## config.mk

```make
export PLATFORM = sky130hd
export DESIGN_NAME = iodec_top
export DESIGN_NICKNAME = d
export VERILOG_FILES = /design/src/rtl/iodec_pkg.sv /design/src/rtl/iodec_qualify.sv /design/src/rtl/iodec_onehot.sv /design/src/rtl/iodec_top.sv
export SDC_FILE = /design/constraint.sdc
export NUM_CORES = 1
export LEC_CHECK = 0
export ABC_AREA = 1
export ABC_CLOCK_PERIOD_IN_PS = 1400
export CAP_MARGIN = 40
export CORE_MARGIN = 3
export CORE_UTILIZATION = 30
export DETAILED_ROUTE_END_ITERATION = 8
export GPL_ROUTABILITY_DRIVEN = 0
export MAX_ROUTING_LAYER = met4
export PLACE_DENSITY = 0.66
export SLEW_MARGIN = 25
export SYNTH_ARGS = -nofsm -noshare
export SYNTH_HDL_FRONTEND = slang
export SYNTH_SLANG_ARGS = --single-unit
```

## constraint.sdc

```tcl
create_clock -name clk -period 1.4 [get_ports clk]
set_input_delay 0.14 -clock clk [delete_from_list [all_inputs] [get_ports clk]]
set_output_delay 0.14 -clock clk [all_outputs]
set_load 0.005 [all_outputs]
```

## src/rtl/iodec_pkg.sv

```systemverilog
package iodec_pkg;

  // Classification of one sampled bus state
  typedef enum logic [1:0] {
    CYC_IDLE   = 2'd0,
    CYC_READ   = 2'd1,
    CYC_WRITE  = 2'd2,
    CYC_INTACK = 2'd3
  } cyc_e;

endpackage

```

## src/rtl/iodec_qualify.sv

```systemverilog
module iodec_qualify
  import iodec_pkg::*;
(
  input  logic iorq_n,
  input  logic rd_n,
  input  logic wr_n,
  input  logic m1_n,
  output cyc_e cyc
);

  // Interrupt acknowledge wins over any read/write level; a bus with both
  // strobes low is treated as idle so that it can never select a port.
  always_comb begin
    if (iorq_n) begin
      cyc = CYC_IDLE;
    end else if (!m1_n) begin
      cyc = CYC_INTACK;
    end else if (!rd_n && wr_n) begin
      cyc = CYC_READ;
    end else if (!wr_n && rd_n) begin
      cyc = CYC_WRITE;
    end else begin
      cyc = CYC_IDLE;
    end
  end

endmodule

```

## src/rtl/iodec_onehot.sv

```systemverilog
module iodec_onehot #(
  parameter int SEL_W = 3
) (
  input  logic                  en,
  input  logic [SEL_W-1:0]      sel,
  output logic [(1<<SEL_W)-1:0] hot
);

  localparam int N_OUT = 1 << SEL_W;

  for (genvar gi = 0; gi < N_OUT; gi++) begin : g_out
    assign hot[gi] = en && (sel == SEL_W'(gi));
  end

endmodule

```

## src/rtl/iodec_top.sv

```systemverilog
module iodec_top
  import iodec_pkg::*;
#(
  parameter int ADDR_W   = 8,
  parameter int GRP_LSB  = 3,
  parameter int GRP_BITS = 3,
  parameter int SUB_GRP  = 7
) (
  input  logic                         clk,
  input  logic                         rst_n,
  input  logic                         iorq_n,
  input  logic                         rd_n,
  input  logic                         wr_n,
  input  logic                         m1_n,
  input  logic [ADDR_W-1:0]            addr,
  output logic [(1<<GRP_BITS)-1:0]     grp_sel_n,
  output logic [(1<<GRP_LSB)-1:0]      wport_n
);

  localparam int NGRP    = 1 << GRP_BITS;
  localparam int NSUB    = 1 << GRP_LSB;
  localparam int HI_LSB  = GRP_LSB + GRP_BITS;
  localparam int HI_BITS = ADDR_W - HI_LSB;

  cyc_e             cyc;
  logic             hi_ok;
  logic             grp_en;
  logic             sub_en;
  logic [NGRP-1:0]  grp_hot;
  logic [NSUB-1:0]  sub_hot;
  logic [NGRP-1:0]  grp_nxt;
  logic [NSUB-1:0]  wp_nxt;
  logic             upd_en;

  iodec_qualify u_qual (
    .iorq_n (iorq_n),
    .rd_n   (rd_n),
    .wr_n   (wr_n),
    .m1_n   (m1_n),
    .cyc    (cyc)
  );

  // Upper address bits must be zero for any group to respond
  if (HI_BITS > 0) begin : g_hi
    assign hi_ok = (addr[ADDR_W-1:HI_LSB] == '0);
  end else begin : g_nohi
    assign hi_ok = 1'b1;
  end

  assign grp_en = hi_ok && ((cyc == CYC_READ) || (cyc == CYC_WRITE));

  iodec_onehot #(.SEL_W(GRP_BITS)) u_grp (
    .en  (grp_en),
    .sel (addr[HI_LSB-1:GRP_LSB]),
    .hot (grp_hot)
  );

  // Second stage: write-only, chained behind the first-stage group output
  assign sub_en = grp_hot[SUB_GRP] && (cyc == CYC_WRITE);

  iodec_onehot #(.SEL_W(GRP_LSB)) u_sub (
    .en  (sub_en),
    .sel (addr[GRP_LSB-1:0]),
    .hot (sub_hot)
  );

  // Next state
  always_comb begin
    grp_nxt = ~grp_hot;
    wp_nxt  = ~sub_hot;
    upd_en  = (grp_nxt != grp_sel_n) || (wp_nxt != wport_n);
  end

  // Registers
  always_ff @(posedge clk or negedge rst_n) begin
    if (!rst_n) begin
      grp_sel_n <= '1;
      wport_n   <= '1;
    end else if (upd_en) begin
      grp_sel_n <= grp_nxt;
      wport_n   <= wp_nxt;
    end
  end

  // one-hot outputs
  a_r8_grp_onehot: assert property (@(posedge clk) disable iff (!rst_n)
    $onehot0(~grp_sel_n));
  a_r8_wport_onehot: assert property (@(posedge clk) disable iff (!rst_n)
    $onehot0(~wport_n));

  // a write strobe only rides on the sub-decoded group
  a_r9_wport_in_grp: assert property (@(posedge clk) disable iff (!rst_n)
    !(&wport_n) |-> !grp_sel_n[SUB_GRP]);
  a_r9_read_no_wport: assert property (@(posedge clk) disable iff (!rst_n)
    (!iorq_n && !rd_n && m1_n) |=> (&wport_n));

  // interrupt acknowledge selects nothing
  a_r4_intack_silent: assert property (@(posedge clk) disable iff (!rst_n)
    (!iorq_n && !m1_n) |=> ((&grp_sel_n) && (&wport_n)));

  // idle bus selects nothing
  a_r5_idle_silent: assert property (@(posedge clk) disable iff (!rst_n)
    iorq_n |=> ((&grp_sel_n) && (&wport_n)));

  // contradictory strobes select nothing
  a_r7_both_silent: assert property (@(posedge clk) disable iff (!rst_n)
    (!rd_n && !wr_n) |=> ((&grp_sel_n) && (&wport_n)));

  // a qualified read in range always hits a group
  a_r2_read_hits: assert property (@(posedge clk) disable iff (!rst_n)
    (!iorq_n && !rd_n && wr_n && m1_n && hi_ok) |=> !(&grp_sel_n));

endmodule

```

==> flow_metrics.env, run 1 <==
export IMPL_status="finished, violations left"
export IMPL_violations="negative setup slack"
export IMPL_grt_pass1_vias=1138
export IMPL_yosysTopAreaCell="dfstp_2"
export IMPL_fp_row_count=21
export IMPL_layout_nets=250
export IMPL_critPathKind="in -> reg"
export IMPL_r2r_cells=9
export IMPL_hold_path_class="in -> reg"
export IMPL_drtAntennaViolNets=0
export IMPL_grt_pass1_wl_um=4710
export IMPL_gr_usage_all_layers=0.140
export IMPL_dr_max_layer_used="met4"
export IMPL_async_flop_share=1.00
export IMPL_critPathLaunchType="primary input"
export IMPL_whs_ns=0.362
export IMPL_clk_pin_slew_ns=0.07
export IMPL_p_switching_w=0.000351
export IMPL_switching_share=0.280
export IMPL_first_pass_iters=4
export IMPL_timing_slew_headroom=0.830
export IMPL_hold_violations=0
export IMPL_timing_hold_worst_path_depth=4
export IMPL_cts_buffers=3
export IMPL_syn_nets=179
export IMPL_stdcell_count=280
export IMPL_io_pins=30
export IMPL_cp_end_kind="register"
export IMPL_internal_power_w=0.000901
export IMPL_routed_wl_um=2790
export IMPL_grt_setup_unrepaired="true"
export IMPL_synth_edf_count=0
export IMPL_seq_area_frac_synth=0.383
export IMPL_syn_area_per_cell_um2=6.69
export IMPL_synthCells=164
export IMPL_synth_area_um2=1100
export IMPL_power_frac_comb=0.263
export IMPL_n_antenna_cell=0
export IMPL_setup_slack_ns=-0.213
export IMPL_vdd_drop_max_mv=0.322
export IMPL_wl_per_cell_um=9.96
export IMPL_fmax_ghz=0.620
export IMPL_grt_overflow_total=0
export IMPL_fin_crit_ns=1.61
export IMPL_route_met2_wl_um=1310
export IMPL_grt_max_degree=17
export IMPL_clkLatencyLatePin_ns=0.25
export IMPL_final_core_util=0.541
export IMPL_cts_max_level=1
export IMPL_wl_met3_um=125
export IMPL_die_w_um=66.5
export IMPL_synth_top_cell_area_share=0.383
export IMPL_route_detailed_drc=0
export IMPL_dp_hpwl_um=2130
export IMPL_setup_violations=1
export IMPL_dieArea_um2=4420
export IMPL_fin_crit_sh=1.15
export IMPL_required_ns=1.58
export IMPL_synth_area_leaders="dfstp_2 (38%), nand2_1 (16%), nor2_1 (11%), inv_1 (9.2%), nand3_1 (5.9%)"
export IMPL_drtIter0Drc=54
export IMPL_die_h_um=66.5
export IMPL_yosys_register_bits=16
export IMPL_maxSlewViolCount=0
export IMPL_tightest_slew_ns=0.254
export IMPL_initial_core_util=0.319
export IMPL_p_leak_nw=0.950
export IMPL_clkPwrFrac=0.337
export IMPL_yosys_cell_types_count=24
export IMPL_power_total_w=0.00125
export IMPL_layout_drive_gt1_share=0.368
export IMPL_cts_tree="yes"
export IMPL_crit_fanout=7
export IMPL_via_count=1196
export IMPL_viasPerCell=4.27
export IMPL_antenna_found_initial=0
export IMPL_ys_warn_count=0
export IMPL_placed_cells=265
export IMPL_clock_skew_ns=0.000585
export IMPL_clockBufferDepth=2
export IMPL_p_per_area_nw_per_um2=672
export IMPL_cts_root_buf="clkbuf_8"
export IMPL_critPathArrivalTime_ns=1.80
export IMPL_coreArea_um2=3440
export IMPL_routedLengthMet1_um=1330
export IMPL_seq_power_share=0.400
export IMPL_area_delta_synth_final_pct=69.7
export IMPL_dp_slack_ns=-1.04
export IMPL_cts_hold_buffers=0
export IMPL_port_buffers=29
export IMPL_cap_violations=0
export IMPL_ys_flop_type="dfstp_2"
export IMPL_clkSinkCount=16
## what timing repair did
item | 4_1_cts | 5_1_grt
pin swaps | 11 | 2
setup buffers | 10 | 0
setup endpoints to repair | 32 | 1
gates cloned | 1 | 0
gates resized for setup | 40 | 6
## flip-flops by register name, indices dropped and copies added, names as in the netlist
signal / count
grp_sel_n: 8
wport_n: 8
## layout by cell type (no fill, tap or decap), drive strengths merged, types with 2 or more instances in the layout
cell,instances
o21ai,2
clkbuf,4
nand3,15
dfstp,16
nand4,7
buf,43
nand3b,2
clkdlybuf4s50,8
nand2,50
dlygate4sd2,16
inv,28
nor3,3
nor2,34
## final timing paths
| path | slack, ns | startpoint | end |
|---|---|---|---|
| max | -0.21 | rd_n | wport_n[7] |
| min | 0.36 | addr[3] | grp_sel_n[0] |
| max reg2reg | -0.02 | grp_sel_n[7] | wport_n[7] |
| min reg2reg | 0.61 | wport_n[7] | wport_n[7] |
| max in group asynchronous | 0.95 | rst_n | wport_n[3] |
| min in group asynchronous | 0.42 | rst_n | wport_n[5] |
## cells by family (layout without fill, tap and decap cells)
kind of cell,count (synthesis),in the layout,synth area share
AO/OA/AOI/OAI,4,4,0.0205
adder cells (fa/ha/maj),1,1,0.0114
buffers and inverters,31,101,0.114
flip-flops,16,16,0.383
AND/OR/NAND/NOR,112,112,0.471
## area by class of cell
cell class                      count  area [um2]
Timing Repair Buffer               69         582
Inverter                           28         118
Fill cell                         331        1580
Tap cell                           46        57.6
Sequential cell                    16         420
Clock buffer                        4        55.1
Multi-Input combinational cell    117         629
## worst max-delay path: stages
cell and delay [ns]:
buf_2 0.13, o21ai_4 0.13, nand2_2 0.08, ha_4 0.25, nor2_4 0.11, nand2_4 0.10, nor2_4 0.13, buf_6 0.14
nand4_1 0.07, nand2_1 0.08, nand2_1 0.05, nor2_1 0.10, nand2_1 0.08, o21ai_1 0.14, nand2_1 0.07
## power by group through the flow
| stage | Clock [W] | Combinational (W) | Sequential (W) |
|---|---|---|---|
| 2_1_floorplan | 0 | 0.000144 | 0.000515 |
| 3_3_place_gp | 0 | 0.000289 | 0.000518 |
| 3_5_place_dp | 0 | 0.000294 | 0.000516 |
| 4_1_cts | 0.000434 | 0.000317 | 0.000500 |
| 5_1_grt | 0.000455 | 0.000378 | 0.000502 |
| 6_report | 0.000422 | 0.000329 | 0.000500 |
## per-layer routing
layer,global-route usage,vias to the layer above
li1,-,646
met1,0.179,518
met2,0.229,30
met3,0.0219,2
met4,0.0406,0
met5,-,-
## stage by stage
stage	TNS [ns]	cell area (um2)
after floorplan	-0.255	1160
after global placement	-8.92	1710
after detailed placement	-9.37	1710
after CTS	-0.193	1840
after global routing	-0.380	1860
final	-0.213	1860
## cell usage after synthesis, types with 2 or more instances
cell type,instances
nand2_2,3
nor2_1,32
nand2_1,47
nor3_1,2
dfstp_2,16
nand3b_1,2
inv_1,27
nand3_1,13
nand4_1,7
(Power assumes the default switching activity.)
==> inputs of run 2 (changes only) <==
Settings changed: ABC_AREA 1 to not set, CORE_MARGIN 3 to 2, PLACE_DENSITY 0.66 to 0.73, SKIP_CTS_REPAIR_TIMING set to 1.
==> run 2 against run 1 <==
Compared with the run above:
- the run now ends clean
- total power fell by 29%
- sequential share of layout area is 15 points higher
- first-iteration DRC count fell by 80%
- die area decreased by 41%
- critical path depth fell by 9
- cell count down 60%
- global-route usage fell by 3.2 points
- area after synthesis shrank 40%
- via count fell by 59%
==> flow_metrics.env, run 2 <==
export IMPL_status="complete, no violations"
export IMPL_yosysMostFrequentCell="dfstp_2"
export IMPL_layout_drive_gt1_share=0.357
export IMPL_area_delta_synth_final_pct=67.7
export IMPL_gr_usage_all_layers=0.108
export IMPL_wl_per_cell_um=11.9
export IMPL_io_pins=30
export IMPL_cp_end_kind="register"
export IMPL_top_usage_layer="met2"
export IMPL_n_antenna_cell=0
export IMPL_fillers=196
export IMPL_hold_violations=0
export IMPL_use_met3=0.0205
export IMPL_hold_path_class="in -> async"
export IMPL_crit_fanout=4
export IMPL_via_count=491
export IMPL_cts_max_level=1
export IMPL_cts_tree="yes"
export IMPL_viasPerCell=4.38
export IMPL_setup_violations=0
export IMPL_port_buffers=29
export IMPL_dieArea_um2=2600
export IMPL_syn_area_per_cell_um2=13.2
export IMPL_coreArea_um2=2150
export IMPL_syn_nets=65
export IMPL_maxSlewViolCount=0
export IMPL_clockBufferDepth=2
export IMPL_power_frac_comb=0.148
export IMPL_clkPwrFrac=0.321
export IMPL_yosys_cell_types_count=20
export IMPL_finalSetupTns_ns=0
export IMPL_layout_common_cells="dfstp_2 (16), dlymetal6s2s_1 (16), clkdlybuf4s50_1 (13)"
export IMPL_yosys_register_bits=16
export IMPL_synth_area_um2=662
export IMPL_synth_area_leaders="dfstp_2 (64%), nand3_1 (6.0%), nand4_1 (3.8%), and4b_1 (3.0%), nor3b_4 (2.8%)"
export IMPL_met1_usage=0.115
export IMPL_p_leak_nw=0.389
export IMPL_whs_ns=0.389
export IMPL_synthCells=50
export IMPL_setup_slack_ns=0.0567
export IMPL_layout_nets=100
export IMPL_route_detailed_drc=0
export IMPL_grt_pass1_wl_um=1950
export IMPL_grt_overflow_total=0
export IMPL_timing_slew_headroom=0.717
export IMPL_fp_row_count=17
export IMPL_clk_pin_slew_ns=0.08
export IMPL_tightest_slew_ns=0.421
export IMPL_met2_usage=0.177
export IMPL_die_h_um=51.0
export IMPL_critPathLaunchType="primary input"
export IMPL_cap_violations=0
export IMPL_cts_buffers=3
export IMPL_critPathMaxStageDelay_ns=0.41
export IMPL_final_core_util=0.517
export IMPL_ys_flop_type="dfstp_2"
export IMPL_power_total_w=0.000883
export IMPL_critPathSlowestCell="clkdlybuf4s50_1"
export IMPL_vdd_drop_max_mv=0.303
export IMPL_routed_wl_um=1330
export IMPL_antenna_found_initial=0
export IMPL_seq_area_frac_synth=0.635
export IMPL_grt_pass1_vias=427
export IMPL_drtAntennaViolNets=0
export IMPL_drtIter0Drc=11
export IMPL_cts_root_buf="clkbuf_4"
export IMPL_die_w_um=51.0
export IMPL_async_flop_share=1.00
export IMPL_seq_power_share=0.532
export IMPL_p_switching_w=0.000184
export IMPL_clkSinkCount=16
export IMPL_first_pass_iters=3
export IMPL_synth_top_cell_area_share=0.635
export IMPL_fin_crit_sh=0.960
export IMPL_fmax_ghz=0.744
export IMPL_path_cells="clkdlybuf4s50_1 -> nand2b_1 -> a21o_1 -> ha_4 -> nor3b_4 -> nand3_1"
export IMPL_critPathArrivalTime_ns=1.54
export IMPL_internal_power_w=0.000699
export IMPL_synthTopCellsByCount="dfstp_2 (16), nand3_1 (8), nand4_1 (4)"
export IMPL_required_ns=1.60
export IMPL_ys_warn_count=0
export IMPL_p_per_area_nw_per_um2=795
export IMPL_critPathKind="in -> reg"
export IMPL_switching_share=0.208
export IMPL_fin_crit_ns=1.34
export IMPL_initial_core_util=0.308
export IMPL_dp_slack_ns=-0.347
export IMPL_reg_top3="grp_sel_n x8, wport_n x8"
export IMPL_yosysTopAreaCell="dfstp_2"
export IMPL_synth_edf_count=0
export IMPL_grt_max_degree=17
## run 2: cell types whose count changed after synthesis, sizes merged, moves of 2 or more
cell,change
nor2,-33
nand2b,+2
nand2,-48
nor3b,+2
o21ai,-2
nand3,-7
and4b,+2
nand4,-3
inv,-28
## run 2: worst paths after layout
path / from / to / slack (ns) / depth (start not counted)
worst min-delay path: rst_n / grp_sel_n[2] / 0.39 / 2
worst max-delay path: rd_n / wport_n[4] / 0.06 / 6
max in group asynchronous: rst_n / wport_n[2] / 0.99 / 2
min in group clk: addr[3] / grp_sel_n[0] / 0.53 / 3
## run 2: area by class of cell
cell class | count | area [um2] | share of cell area
clock buffers | 4 | 36.3 | 0.0327
multi-input cells | 31 | 245 | 0.221
flip-flops and latches | 16 | 420 | 0.379
well taps | 28 | 35.0 | 0.0316
repair buffers | 33 | 373 | 0.336
## run 2: kinds of logic after synthesis
kind of cell / after synthesis / share of synthesized area
and+or+nand+nor: 28 / 0.291
DFF: 16 / 0.635
buffers and inverters: 3 / 0.0359
AOI/OAI and AO/OA: 2 / 0.0189
adders and majority gates: 1 / 0.0189
## run 2: per-layer routing
layer	vias up	part of all wire	routed length, um
li1	248	-	-
met1	220	0.38	506
met2	21	0.54	715
met3	2	0.068	90
met4	0	0.014	19
met5	-	0	0
## run 2: power by group through the flow
stage	clock network (W)	registers, W	logic, W
3_5_place_dp	0	0.000477	0.000114
5_1_grt	0.000319	0.000470	0.000141
6_report	0.000283	0.000469	0.000130
4_1_cts	0.000293	0.000470	0.000115
2_1_floorplan	0	0.000477	0.0000431
3_3_place_gp	0	0.000477	0.000112
## run 2: per-stage QoR
stage | cells | cell area [um2]
floorplan | 50 | 662
global placement | 108 | 1010
detailed placement | 108 | 1010
CTS | 112 | 1040
global route | 112 | 1110
finish | 112 | 1110
## run 2: worst max-delay path: cells and delay by family
| kind | cells | cell delay [ns] |
|---|---|---|
| simple gates | 3 | 0.54 |
| buf+inv | 1 | 0.41 |
| compound gates | 1 | 0.20 |
| fa+ha+maj | 1 | 0.25 |
